--- config.mk ---
export PLATFORM = sky130hd
export DESIGN_NAME = dma_irq_flags
export DESIGN_NICKNAME = d
export VERILOG_FILES = /design/src/rtl/dma_irq_pkg.sv /design/src/rtl/dma_irq_clr_decode.sv /design/src/rtl/dma_irq_channel.sv /design/src/rtl/dma_irq_read_mux.sv /design/src/rtl/dma_irq_flags.sv
export SDC_FILE = /design/constraint.sdc
export NUM_CORES = 1
export LEC_CHECK = 0
export ABC_AREA = 0
export BUFFER_PORTS_ARGS = -buffer_cell sky130_fd_sc_hd__buf_2
export CORE_ASPECT_RATIO = 0.5
export CORE_MARGIN = 10
export CORE_UTILIZATION = 38
export CTS_BUF_LIST = sky130_fd_sc_hd__clkbuf_4 sky130_fd_sc_hd__clkbuf_8
export DETAILED_ROUTE_END_ITERATION = 6
export PLACE_DENSITY = 0.89
export SYNTH_ARGS = -nofsm -noshare
export SYNTH_HDL_FRONTEND = slang
export SYNTH_SLANG_ARGS = --single-unit
--- constraint.sdc ---
create_clock -name clk -period 2.1 [get_ports clk]
set_input_delay 0.21 -clock clk [delete_from_list [all_inputs] [get_ports clk]]
set_output_delay 0.21 -clock clk [all_outputs]
set_load 0.03 [all_outputs]
--- src/rtl/dma_irq_pkg.sv ---
package dma_irq_pkg;
    localparam int DATA_W       = 32;
    localparam int FLAGS_PER_CH = 4;
    localparam int MAX_CH       = DATA_W / FLAGS_PER_CH;

    // bit positions inside one channel nibble
    localparam int BIT_SUM  = 0;
    localparam int BIT_DONE = 1;
    localparam int BIT_HALF = 2;
    localparam int BIT_ERR  = 3;

    localparam logic [7:0] OFS_STATUS = 8'h00;
    localparam logic [7:0] OFS_CLEAR  = 8'h04;

    typedef struct packed {
        logic err;
        logic half;
        logic done;
        logic sum;
    } ch_flags_t;
endpackage

--- src/rtl/dma_irq_clr_decode.sv ---
module dma_irq_clr_decode
    import dma_irq_pkg::*;
#(
    parameter int NUM_CH = 4,
    parameter int ADDR_W = 8
) (
    input  logic                           bus_wr,
    input  logic [ADDR_W-1:0]              bus_addr,
    input  logic [NUM_CH*FLAGS_PER_CH-1:0] wdata_lo,
    output logic [NUM_CH*FLAGS_PER_CH-1:0] clr_strobe
);
    logic hit;

    always_comb begin
        hit        = bus_wr && (bus_addr == ADDR_W'(OFS_CLEAR));
        clr_strobe = hit ? wdata_lo : '0;
    end
endmodule

--- src/rtl/dma_irq_channel.sv ---
module dma_irq_channel
    import dma_irq_pkg::*;
(
    input  logic       clk,
    input  logic       rst_n,
    input  logic       ev_done,
    input  logic       ev_half,
    input  logic       ev_err,
    input  logic [3:0] clr,
    input  logic       irq_en,
    output ch_flags_t  flags,
    output logic       irq
);
    ch_flags_t st_d, st_q;

    always_comb begin
        st_d = st_q;
        // clears first
        if (clr[BIT_SUM]) begin
            st_d = '0;
        end
        if (clr[BIT_DONE]) st_d.done = 1'b0;
        if (clr[BIT_HALF]) st_d.half = 1'b0;
        if (clr[BIT_ERR])  st_d.err  = 1'b0;
        if ((|clr[BIT_ERR:BIT_DONE]) && !(st_d.done || st_d.half || st_d.err)) begin
            st_d.sum = 1'b0;
        end
        // events take priority over any clear in the same cycle
        if (ev_done) st_d.done = 1'b1;
        if (ev_half) st_d.half = 1'b1;
        if (ev_err)  st_d.err  = 1'b1;
        if (ev_done || ev_half || ev_err) st_d.sum = 1'b1;
    end

    always_ff @(posedge clk or negedge rst_n) begin
        if (!rst_n) st_q <= '0;
        else        st_q <= st_d;
    end

    always_comb begin
        flags = st_q;
        irq   = st_q.sum & irq_en;
    end
endmodule

--- src/rtl/dma_irq_read_mux.sv ---
module dma_irq_read_mux
    import dma_irq_pkg::*;
#(
    parameter int NUM_CH = 4,
    parameter int ADDR_W = 8
) (
    input  logic [ADDR_W-1:0]              bus_addr,
    input  logic [NUM_CH*FLAGS_PER_CH-1:0] status,
    output logic [DATA_W-1:0]              rdata
);
    logic [DATA_W-1:0] status_ext;

    always_comb begin
        status_ext = '0;
        status_ext[NUM_CH*FLAGS_PER_CH-1:0] = status;
        rdata = (bus_addr == ADDR_W'(OFS_STATUS)) ? status_ext : '0;
    end
endmodule

--- src/rtl/dma_irq_flags.sv ---
module dma_irq_flags
    import dma_irq_pkg::*;
#(
    parameter int NUM_CH = 4,
    parameter int ADDR_W = 8
) (
    input  logic              clk,
    input  logic              rst_n,
    input  logic              bus_wr,
    input  logic [ADDR_W-1:0] bus_addr,
    input  logic [31:0]       bus_wdata,
    output logic [31:0]       bus_rdata,
    input  logic [NUM_CH-1:0] ev_done,
    input  logic [NUM_CH-1:0] ev_half,
    input  logic [NUM_CH-1:0] ev_err,
    input  logic [NUM_CH-1:0] irq_en,
    output logic [NUM_CH-1:0] irq
);
    localparam int STAT_W = NUM_CH * FLAGS_PER_CH;

    initial begin
        if (NUM_CH < 1 || NUM_CH > MAX_CH) $error("NUM_CH out of range");
    end

    logic [STAT_W-1:0] clr_strobe;
    logic [STAT_W-1:0] status_flat;

    dma_irq_clr_decode #(.NUM_CH(NUM_CH), .ADDR_W(ADDR_W)) u_decode (
        .bus_wr     (bus_wr),
        .bus_addr   (bus_addr),
        .wdata_lo   (bus_wdata[STAT_W-1:0]),
        .clr_strobe (clr_strobe)
    );

    for (genvar c = 0; c < NUM_CH; c++) begin : g_ch
        ch_flags_t ch_flags;

        dma_irq_channel u_ch (
            .clk     (clk),
            .rst_n   (rst_n),
            .ev_done (ev_done[c]),
            .ev_half (ev_half[c]),
            .ev_err  (ev_err[c]),
            .clr     (clr_strobe[c*FLAGS_PER_CH +: FLAGS_PER_CH]),
            .irq_en  (irq_en[c]),
            .flags   (ch_flags),
            .irq     (irq[c])
        );

        assign status_flat[c*FLAGS_PER_CH +: FLAGS_PER_CH] = ch_flags;
    end

    dma_irq_read_mux #(.NUM_CH(NUM_CH), .ADDR_W(ADDR_W)) u_rmux (
        .bus_addr (bus_addr),
        .status   (status_flat),
        .rdata    (bus_rdata)
    );
endmodule

==> results of run 1 <==
-- synth_stat cells --
library cell	instances	area [µm²]
and2_1	20	125.1
nor2_1	8	30.03
or4_4	1	11.26
a22oi_1	4	30.03
buf_4	20	150.1
nor3_1	1	5.000
nor3_4	1	16.27
dfrtp_1	16	400.4
or3_1	1	6.260
clkbuf_2	1	5.000
a2111o_1	4	45.04
o21ai_0	16	80.08
conb_1	1	3.750
o211ai_1	4	30.03
a21o_1	12	90.09
clkbuf_1	1	3.750
nand2_1	1	3.750
inv_1	8	30.03
-- through the flow --
step | hold WS, ps | cell area, µm² | util, % | std cells
2_1_floorplan | -85.59 | 1122 | - | 135
3_3_place_gp | 136.4 | 1335 | 50.66 | 214
3_5_place_dp | 144.7 | 1335 | 50.66 | 214
4_1_cts | 147.4 | 1400 | 53.13 | 219
5_1_grt | 143.9 | 1400 | 53.13 | 219
6_report | 151.9 | 1400 | 53.13 | 219
-- cell type report --
| type | instances | area [µm²] | share of cell area, % |
|---|---|---|---|
| inverter | 8 | 30.03 | 2.145 |
| tap | 37 | 46.29 | 3.307 |
| sequential | 16 | 400.4 | 28.60 |
| multi-input combinational | 89 | 533.0 | 38.07 |
| timing repair buffer | 65 | 335.3 | 23.95 |
| clock buffer | 4 | 55.05 | 3.932 |
-- layer usage --
layer | global-route usage, % | share of wire, % | routed length (µm)
met1 | 9.145 | 30 | 1008
met2 | 25.58 | 60 | 1982
met3 | 3.911 | 6.7 | 221
met4 | 7.415 | 3.0 | 98
met5 | 0 | 0 | 0
-- layout by cell type (no fill, tap or decap), drive strengths merged --
| master | instances |
|---|---|
| conb | 16 |
| nor3 | 2 |
| and2 | 20 |
| dlygate4sd3 | 1 |
| dfrtp | 16 |
| o211ai | 4 |
| nor2 | 8 |
| buf | 64 |
| nand2 | 1 |
| or3 | 1 |
| a21o | 12 |
| clkbuf | 4 |
| inv | 8 |
| a2111o | 4 |
| a22oi | 4 |
| o21ai | 16 |
| or4 | 1 |
-- cells by family (layout without fill, tap and decap cells) --
group / Yosys count / after routing
AOI/OAI and AO/OA: 40 / 40
other: 1 / 16
and+or+nand+nor: 33 / 33
buffers and inverters: 30 / 77
DFF: 16 / 16
-- path summary, 6_finish.rpt --
path                       cells after the start             startpoint  slack (ps)                     to
hold / removal                                 2             ev_done[2]         150  g_ch[2].u_ch.flags[1]
min in group asynchronous                      2                  rst_n         400  g_ch[3].u_ch.flags[1]
setup / recovery                               6            bus_addr[7]         220           bus_rdata[8]
hold reg to reg                                1  g_ch[2].u_ch.flags[1]         500  g_ch[2].u_ch.flags[1]
setup reg to reg                               3  g_ch[3].u_ch.flags[2]         830  g_ch[3].u_ch.flags[0]
max in group asynchronous                      2                  rst_n        1430  g_ch[0].u_ch.flags[1]
-- report_power, final --
| part | switching, µW | internal, µW |
|---|---|---|
| combinational | 90.3 | 42.4 |
| sequential | 0.305 | 309 |
| clock | 108 | 167 |
| total | 198 | 518 |
-- what timing repair did --
item                      CTS  global route
hold endpoints to repair   16             0
hold buffers                1             0
buffers inserted            0             0
==> results list, run 1 <==
* Leakage power: just under 0.0007 µW
- Worst Path Max Fanout: 16
- In the finished design, the share of the clock period the worst path needs comes to 89.65%.
- Status: finished, final reports clean
- Clock Root Buffer: clkbuf_8
* # Max-Cap Violations: 0
- In this run the count of I/O pins placed on the die edge is 95.
* Warnings from Yosys: 0
- On the final layout, the worst clock skew is 3.811 ps.
- Post-route ant nets: 0
- Residual DRC count: 0
- Final number of setup-violating endpoints: 0
- Startpoint-to-endpoint class of the critical path: input pin to output pin
- Detailed placement ended at an HPWL of 2.813 mm.
- Via count: 1033
- Via/cell ratio: 4.717
* Power, Total: 715.8 µW
- The count of endpoints failing hold in the final timing report came to 0.
- Final estimated routing congestion in global placement: 0.8996
- The register with the most flip-flops in the layout has 16 of them.
- In this run the vertical extent of the chip is 57.45 µm.
- After detailed routing, the total wire length is between 3 and 4 mm.
- Final critical path time including I/O delays and setup: 1883 ps
- After filler insertion, the fill cell instance count of the layout stands at ~230.
- Post-synthesis instance area: 0.001066 mm²
- Timing analysis after detailed placement gives a worst setup slack of roughly 150 ps.
- CP required: approximately 1900 ps
* Kind of start point of the critical path: input pin
- In this run, the number of DRC markers left after iteration 0 of detailed routing was 43.
- Part of the Yosys area used for sequential elements: 37.56%
- In this design, the critical path's most frequently occurring cell is buf_2.
- Number of buffers created by CTS: 3
- Power spread over the standard cell area amounts to 511.2 mW/mm².
- Setup repair after global routing left no endpoint under its margin.
- Total inserted antenna cells: 0
* Standard-cell rows: 13
* Post-synthesis instance total: 120
- The floorplan step defined a die boundary enclosing between 0.005 and 0.006 mm².
- Flop and latch count out of synthesis: 16
- Once routing completed, OpenROAD measured the worst setup slack at 217.3 ps.
* Fraction of synthesized area in multiplexers: 0%
* Number of port buffers: just over 60
- After detailed routing, the average wire length per cell comes to 15.12 µm.
- Worst EP arrival: 1670 ps
* Maximum operating frequency: about 530 MHz
* Slew Viols, Final: 0
* Largest net degree at the start of global routing: 17
* Clock slew at reported path FFs: around 60 ps
- Post-layout nets: 242
- The worst setup path is captured at an output pin.
- The initial utilization of the core area, before any placement, comes to 40.46%.
- Critical path, cell by cell: buf_2 > or4_4 > nor3_1 > buf_4 > and2_1 > buf_2
- Final TNS setup: 0 ps
- The via count of the first global-routing pass was 1115.
- Post-synthesis share of cell area spent on xor and xnor gates: 0%
* Fraction of the mapped netlist area in compound gates: between 20% and 30%
* Deepest clock path buffer count: 2
* Cells resized by post-CTS repair: 0
* Library cells used by synthesis: 18
- The first detailed-routing pass took 4 iterations.
- The number of buffers and inverters on the critical path is 3.
* Clock tree from TritonCTS: yes
- Among cell families on the critical path, the largest total delay comes from simple AND/OR/NAND/NOR gates.
- The number of antenna violations at the first check in global routing is 0.
* Standard cell with the maximum stage delay on the critical path: or4_4
* Largest family of logic cells by synthesized area: compound AO/OA/AOI/OAI gates
- The clock drives 16 sinks.
* Gr ovfl total: 0
- The floorplan step set the die width to roughly 95 µm.
- Ratio of cells with drive above 1 in the final layout: between 30% and 40%
- The first global-routing pass estimated 5.168 mm of wire.
* Area of the core region: ~0.0026 mm²
* Fraction of the mapped netlist area in simple logic gates: 18.54%
* H-Tree Level Count: 1
- Mean instance size in the synthesized netlist: 8.884 µm²
- Worst hold path type: input pin to flop
- Adder-cell share of the synthesized area: 0%
* Peak VDD IR: between 0.2 and 0.25 mV
- Delay contributed by the slowest stage of the critical path: between 500 and 600 ps
* Clock network latency to the later pin of the worst-skew pair: 250 ps
- Global routing used between 10% and 20% of the available tracks across all layers.
- The area growth from synthesis to layout is 31.34%.
(Power assumes the default switching activity.)
==> inputs of run 2 (changes only) <==
--- a/config.mk
+++ b/config.mk
@@ -7,7 +7,7 @@
 export LEC_CHECK = 0
 export ABC_AREA = 0
 export BUFFER_PORTS_ARGS = -buffer_cell sky130_fd_sc_hd__buf_2
-export CORE_ASPECT_RATIO = 0.5
+export CORE_ASPECT_RATIO = 1.25
 export CORE_MARGIN = 10
 export CORE_UTILIZATION = 38
 export CTS_BUF_LIST = sky130_fd_sc_hd__clkbuf_4 sky130_fd_sc_hd__clkbuf_8
==> run 2 against run 1 <==
Combinational power hardly changed. Core utilization is 2.0 points lower. First-iteration DRC count grew 53%. Clock skew shrank 3.6 ps. Clock power fell by 45%. Cell count down 1.4%. Power decreased by 18%. Wire length decreased by 9.2%. Sequential share of layout area increased by 0.60 points. Setup slack better by 7.7 ps. Critical endpoint is now bus_rdata[4]. Largest power group unchanged.
==> results list, run 2 (synthesis results as in run 1) <==
* Kind of start point of the critical path: input pin
- Fraction of power consumed by combinational cells: between 20 and 25%
- Buffers inserted to repair hold after CTS numbered 1.
- Delay contributed by the slowest stage of the critical path: 550 ps
- Status: finished, final reports clean
- Global-route wire length before repair: 4.899 mm
- Most common cell after layout, fill and taps aside: buf_2
- Vias in the first global route: roughly 1100
- For this configuration, the core starts out at a cell density of between 30% and 40%.
- Placed cells: 212
- After clock tree synthesis, the clock-pin slew on the worst setup and hold paths is approximately 90 ps.
* Via/cell ratio: 4.755
- Gates resized during post-CTS repair numbered 0.
- The setup path with the least slack is of type input pin to output pin.
* Worst Setup End Kind: output pin
* Reported net switching power: 171.9 µW
* Most used cells in the layout excluding fill and tap cells: 62 x buf_2, 20 x and2_1, 16 x o21ai_0, 16 x conb_1, 16 x dfrtp_1
* Synthesis-to-layout area growth: 28.64%
* Area of the core region: 0.002680 mm²
- Timing analysis after detailed placement gives a worst setup slack of 113.3 ps.
- Overall Global Routing Usage: 11.25%
- Port buffering added between 60 and 70 buffers.
- Die width: 67.38 µm
- Count of pins on the block boundary: 95
- Deepest clock path buffer count: 2
- Total inserted antenna cells: 0
- Detailed placement ended at an HPWL of 2.671 mm.
* Slew Viols, Final: 0
* Die Height: between 70 and 80 µm
- At the end of the flow, the number of nets in the layout was approximately 240.
- In this run the static leakage power is 0.0006788 µW.
- Worst hold path type: input pin to flop
- Standard-cell rows: 21
- Pre-antenna DRT Iters: 4
- Summed over all layers, the global routing overflow is 0.
- VDD sags by at most 0.2431 mV.
- Total Die Area: 0.005337 mm²
- Ratio of cells with drive above 1 in the final layout: 38.46%
- CTS built an H-tree with a depth of 1.
* Final clock skew: 0.2400 ps
- Fraction of the cycle the final worst path needs: 89.28%
- The clock network accounts for 25.4% of the total power.
- Design internal power: between 400 and 500 µW
* Largest net degree at the start of global routing: 17
- Critical path, cell by cell: buf_2 > or4_4 > nor3_1 > buf_4 > and2_1 > buf_2
- Final Hold Vio Count: 0
* Final critical path time including I/O delays and setup: 1875 ps
- Setup total negative slack on the finished layout was measured at 0 ps.
- For this run, design rule violations remaining after detail routing come to 0.
- After the first detailed-routing iteration, the DRC count stood at 66.
* Clock Root Buffer: clkbuf_4
* # Max-Cap Violations: 0
- The register with the most flip-flops in the layout has 16 of them.
- Number of antenna violations at the first check in global routing: 0
- Post-route ant nets: 0
- Timing would allow up to around 530 MHz.
- Least setup slack across all paths after layout: 225.0 ps
* Net switching share of the total power: 29.20%
* Worst Path Max Fanout: 16
* Non-filler instance count after layout: between 200 and 250
- After detailed routing, the average wire length per cell comes to 13.91 µm.
- Detailed routing placed a total of 317 µm of wire on met3.
* Pwr dens: 429.2 mW/mm²
- Uppermost layer routed: met4
- The congestion estimate from routability-driven global placement came to 0.8138.
- The routed design has 3.005 mm of wire.
- Clock network latency to the later pin of the worst-skew pair: between 200 and 300 ps
- Setup repair after global routing left no endpoint under its margin.
- Standard cell with the maximum stage delay on the critical path: or4_4
- For this design, the sink count on the clock tree is 16.
* Via count: 1027
- Share of power burned in registers: 52.4%
- Cell occurring most often along the worst timing path: buf_2
* CP required: 1890 ps
* Worst EP arrival: 1660 ps
- Post-CTS setup buffer count: 0
- Final number of setup-violating endpoints: 0
- Clock tree from TritonCTS: yes
- In this run, CTS created clock tree buffers numbering 3.
- Met2 WL post-DR: 1.694 mm
- Met1 Routed Length: about 960 µm
==> run 2: cell types whose count changed in the layout (fill, tap and decap cells not counted) <==
cell / before / now
clkbuf_8: 4 / 0
clkbuf_4: 0 / 3
buf_4: 2 / 3
==> run 2: power by group through the flow <==
stage / clock (µW) / combinational [µW] / sequential (µW)
6_report: 150 / 130 / 308
5_1_grt: 171 / 144 / 309
4_1_cts: 156 / 130 / 309
3_5_place_dp: 0 / 129 / 315
3_3_place_gp: 0 / 126 / 315
2_1_floorplan: 0 / 94.5 / 315
==> run 2: worst paths after layout <==
| path | start | endpoint | slack [ps] | cells after the start |
|---|---|---|---|---|
| worst min-delay path | ev_done[2] | g_ch[2].u_ch.flags[1] | 130 | 2 |
| worst max register to register | g_ch[3].u_ch.flags[2] | g_ch[3].u_ch.flags[0] | 860 | 3 |
| worst min register to register | g_ch[0].u_ch.flags[1] | g_ch[0].u_ch.flags[1] | 500 | 1 |
| max in group asynchronous | rst_n | g_ch[1].u_ch.flags[0] | 1450 | 2 |
| worst max-delay path | bus_addr[7] | bus_rdata[4] | 230 | 6 |
| min in group asynchronous | rst_n | g_ch[2].u_ch.flags[1] | 380 | 2 |
==> run 2: critical path: cells and delay by family <==
kind | cells | cell delay (ps)
and+or+nand+nor | 3 | 930
buffers and inverters | 3 | 510
==> run 2: per-stage QoR <==
step                      power [µW]  utilization, %  instance area (µm²)  hold slack, ps
final                          588.6           51.17                 1371           129.1
after global routing           622.9           51.17                 1371           121.6
after CTS                      594.6           51.17                 1371           127.5
after detailed placement       443.2           49.95                 1339           139.2
after global placement         440.9           49.95                 1339           140.2
after floorplan                409.2               -                 1122          -85.59
==> run 2: cell type report <==
type                    instances  area, µm²
well taps                      34      42.54
multi-input cells              89      533.0
flip-flops and latches         16      400.4
repair buffers                 66      342.8
fillers                       268       1309
inverters                       8      30.03
clock buffers                   3      22.52
==> run 2: routing by layer <==
layer  vias to the layer above  global-route usage (%)
met2                        40                   22.15
met5                         -                       0
met4                         0                   4.733
met3                         2                   2.669
met1                       482                   10.34
li1                        503                       -
==> inputs of run 3 (changes only) <==
--- a/config.mk
+++ b/config.mk
@@ -5,14 +5,14 @@
 export SDC_FILE = /design/constraint.sdc
 export NUM_CORES = 1
 export LEC_CHECK = 0
-export ABC_AREA = 0
+export ABC_AREA = 1
 export BUFFER_PORTS_ARGS = -buffer_cell sky130_fd_sc_hd__buf_2
 export CORE_ASPECT_RATIO = 1.25
 export CORE_MARGIN = 10
-export CORE_UTILIZATION = 38
+export CORE_UTILIZATION = 41
 export CTS_BUF_LIST = sky130_fd_sc_hd__clkbuf_4 sky130_fd_sc_hd__clkbuf_8
 export DETAILED_ROUTE_END_ITERATION = 6
-export PLACE_DENSITY = 0.89
+export PLACE_DENSITY = 0.9
 export SYNTH_ARGS = -nofsm -noshare
 export SYNTH_HDL_FRONTEND = slang
 export SYNTH_SLANG_ARGS = --single-unit
==> run 3 against run 2 <==
Synthesized area up 18%. Die area up 6.5%. Power about the same. Highest routed layer unchanged. Register-to-register slack better by 370 ps.
==> results list, run 3 <==
- Post-route ant nets: 0
* Number of antenna violations at the first check in global routing: 0
- Total Die Area: roughly 0.0057 mm²
* Library cells used by synthesis: 17
- OpenSTA, run right after detailed placement, puts the worst setup slack at 498.0 ps.
- The placed instances occupy a cell area of ~0.0015 mm².
- For this design the static power due to leakage is 0.001043 µW.
* Final Hold Vio Count: 0
- Vias in the first global route: 1329
* Maximum operating frequency: 637.1 MHz
* Ratio of cells with drive above 1 in the final layout: about 33%
* Number of sinks handled by clock tree synthesis: 16
- The number of setup buffers added after CTS is 0.
- Dividing the detail-routed via count by the number of cells gives 4.309.
- CTS placed an instance of clkbuf_4 at the clock tree root.
- Design area: between 0.0015 and 0.002 mm²
* Standard-cell rows: 22
- Final estimated routing congestion in global placement: 0.7925
- Pwr dens: 385.5 mW/mm²
- Power, Total: 588.9 µW
* Min-Delay Startpoint: ev_done[0]
- Async S/R FF share, synth: 100.0%
- Flop and latch count out of synthesis: 16
* Worst Path Max Fanout: 16
* Final clock skew: between 0.15 and 0.2 ps
- Total inserted antenna cells: 0
* Mean instance size in the synthesized netlist: 6.927 µm²
- Detail Placement HPWL: approximately 2.8 mm
- Standard cell with the maximum stage delay on the critical path: nand2_2
- The worst setup path is launched from an input pin.
- Least setup slack across all paths after layout: 530.4 ps
- Buffers and inverters on the worst path: 2
- # Max-Cap Violations: 0
- For this run, the number of Yosys warnings is 0.
* Final routed wirelength across all metal layers: about 3.2 mm
- For this run the aggregate overflow at the end of global routing stands at 0.
* Global-route wire length before repair: approximately 5.5 mm
* Worst EP arrival: around 1400 ps
* Post-synthesis instance total: 181
- Pre-antenna DRT Iters: 4
- The die is 69.46 µm wide.
* Hold_buf cts: 1
* CP required: roughly 1900 ps
- Among all flip-flop cells after synthesis, the most frequent one is dfrtp_1.
- On the worst path, the slowest cell contributes a delay of between 200 and 300 ps.
* Count of pins on the block boundary: 95
- Fraction of the cycle the final worst path needs: between 70% and 80%
- Proportion of netlist area held by the largest area contributor: 31.94%
* Status: finished, final reports clean
- The startpoint identified for the worst register-to-register timing path is g_ch[1].u_ch.flags[1].
- Most used cells in the layout excluding fill and tap cells: 62 x buf_2, 39 x inv_1, 39 x nand2_1
- Most instantiated cells after synthesis: 39 x inv_1, 39 x nand2_1, 22 x buf_4
- TritonCTS built the clock tree.
* Final critical path time including I/O delays and setup: 1570 ps
- In this run the number of H-tree levels came out at 1.
- The critical path is of the input pin to output pin type.
* Largest net degree at the start of global routing: 17
* Area leader, netlist: dfrtp_1
- No sink is reached through more buffers than the 2 on the longest clock path.
- The min-delay analysis places its worst path in the category input pin to flop.
* Synthesis-to-layout area growth: 21.86%
- Non-filler instance count after layout: about 280
- Setup repair after global routing left no endpoint under its margin.
* Final TNS setup: 0 ps
- Clock latency on the worst-skew pair, taken at its later pin, is ~270 ps.
* Post-synthesis instance area: 0.001254 mm²
* Number of flip-flops in the largest register: 16
- Number of port buffers: 62
- Setup violations remaining at the end of the flow were counted as 0.
- In the final design database the tool counted 300 nets.
* Number of DRC violations after detailed-routing iteration 0: 68
- Launch point of the worst path: bus_addr[1]
- Clock slew at reported path FFs: 80 ps
* Critical path, cell by cell: buf_2 > nor2_1 > nand2_1 > nor2_4 > nand2_2 > nor2_1 > buf_2
* Part of the Yosys area used for sequential elements: 31.94%
- The number of placed instances, taps included, is 271.
- The initial utilization of the core area, before any placement, comes to 42.57%.
* Count of flip-flops with a built-in enable after synthesis: 0
- VDD sags by at most 0.2365 mV.
- Cells resized by post-CTS repair: 0
- Ranked by total cell area, the synthesized netlist is headed by dfrtp_1 32%, buf_4 13%, inv_1 12%.
- Cell family with the largest share of critical-path delay: simple AND/OR/NAND/NOR gates
- Measured along the y axis, the die boundary spans 81.83 µm.
- Slew Viols, Final: 0
- Overall Global Routing Usage: between 10 and 15%
- Most common cell after layout, fill and taps aside: buf_2
- Number of buffers created by CTS: 3
- The core region is 0.002945 mm².
- Worst Setup End Kind: output pin
- Summing over every cut layer, the via total after detailed routing is 1185.
- After detailed routing, the average wire length per cell comes to 11.80 µm.
* Residual DRC count: 0
-- run 3: cells by family after synthesis --
| logic type | synth area share (%) |
|---|---|
| other | 0.2991 |
| flip-flops | 31.94 |
| buffers and inverters | 26.45 |
| AO/OA/AOI/OAI | 3.992 |
| AND/OR/NAND/NOR | 37.33 |
-- run 3: path summary, 6_finish.rpt --
| check | slack [ps] | endpoint | depth (start not counted) |
|---|---|---|---|
| min reg2reg | 530 | g_ch[0].u_ch.flags[1] | 2 |
| max | 530 | bus_rdata[15] | 7 |
| max reg2reg | 1230 | g_ch[1].u_ch.flags[0] | 4 |
| min | 130 | g_ch[0].u_ch.flags[1] | 3 |
| min in group asynchronous | 380 | g_ch[2].u_ch.flags[2] | 2 |
| max in group asynchronous | 1460 | g_ch[3].u_ch.flags[2] | 2 |
-- run 3: power breakdown --
group          leakage (µW)  switching [µW]  internal (µW)
combinational      0.000889            92.2           40.4
clock             0.0000138            81.4           66.3
sequential         0.000140           0.344            308
total               0.00104             174            415
-- run 3: through the flow --
| step | hold slack [ps] | util, % |
|---|---|---|
| floorplan | -85.59 | - |
| global placement | 139.5 | 50.76 |
| detailed placement | 140.1 | 50.76 |
| CTS | 121.8 | 51.87 |
| global route | 118.0 | 51.87 |
| finish | 135.0 | 51.87 |
-- run 3: per-layer routing --
layer  vias to the layer above  routed length, µm  track usage [%]
met2                        45               1717            21.79
met5                         -                  0                0
met3                         2                293            4.584
met1                       510               1222            10.88
li1                        628                  -                -
met4                         0                 12            4.032
-- run 3: worst reg2reg max path, stage by stage (launching register included) --
cell and delay [ps]:
dfrtp_1 400, nand3_1 110, nand2_1 60, o21ai_1 130, nand2_1 60
-- run 3: final cells by class --
type	instances	area [µm²]
Inverter	39	146.4
Sequential cell	16	400.4
Clock buffer	3	22.52
Fill cell	321	1418
Timing Repair Buffer	65	335.3
Tap cell	36	45.04
Multi-Input combinational cell	116	578.1
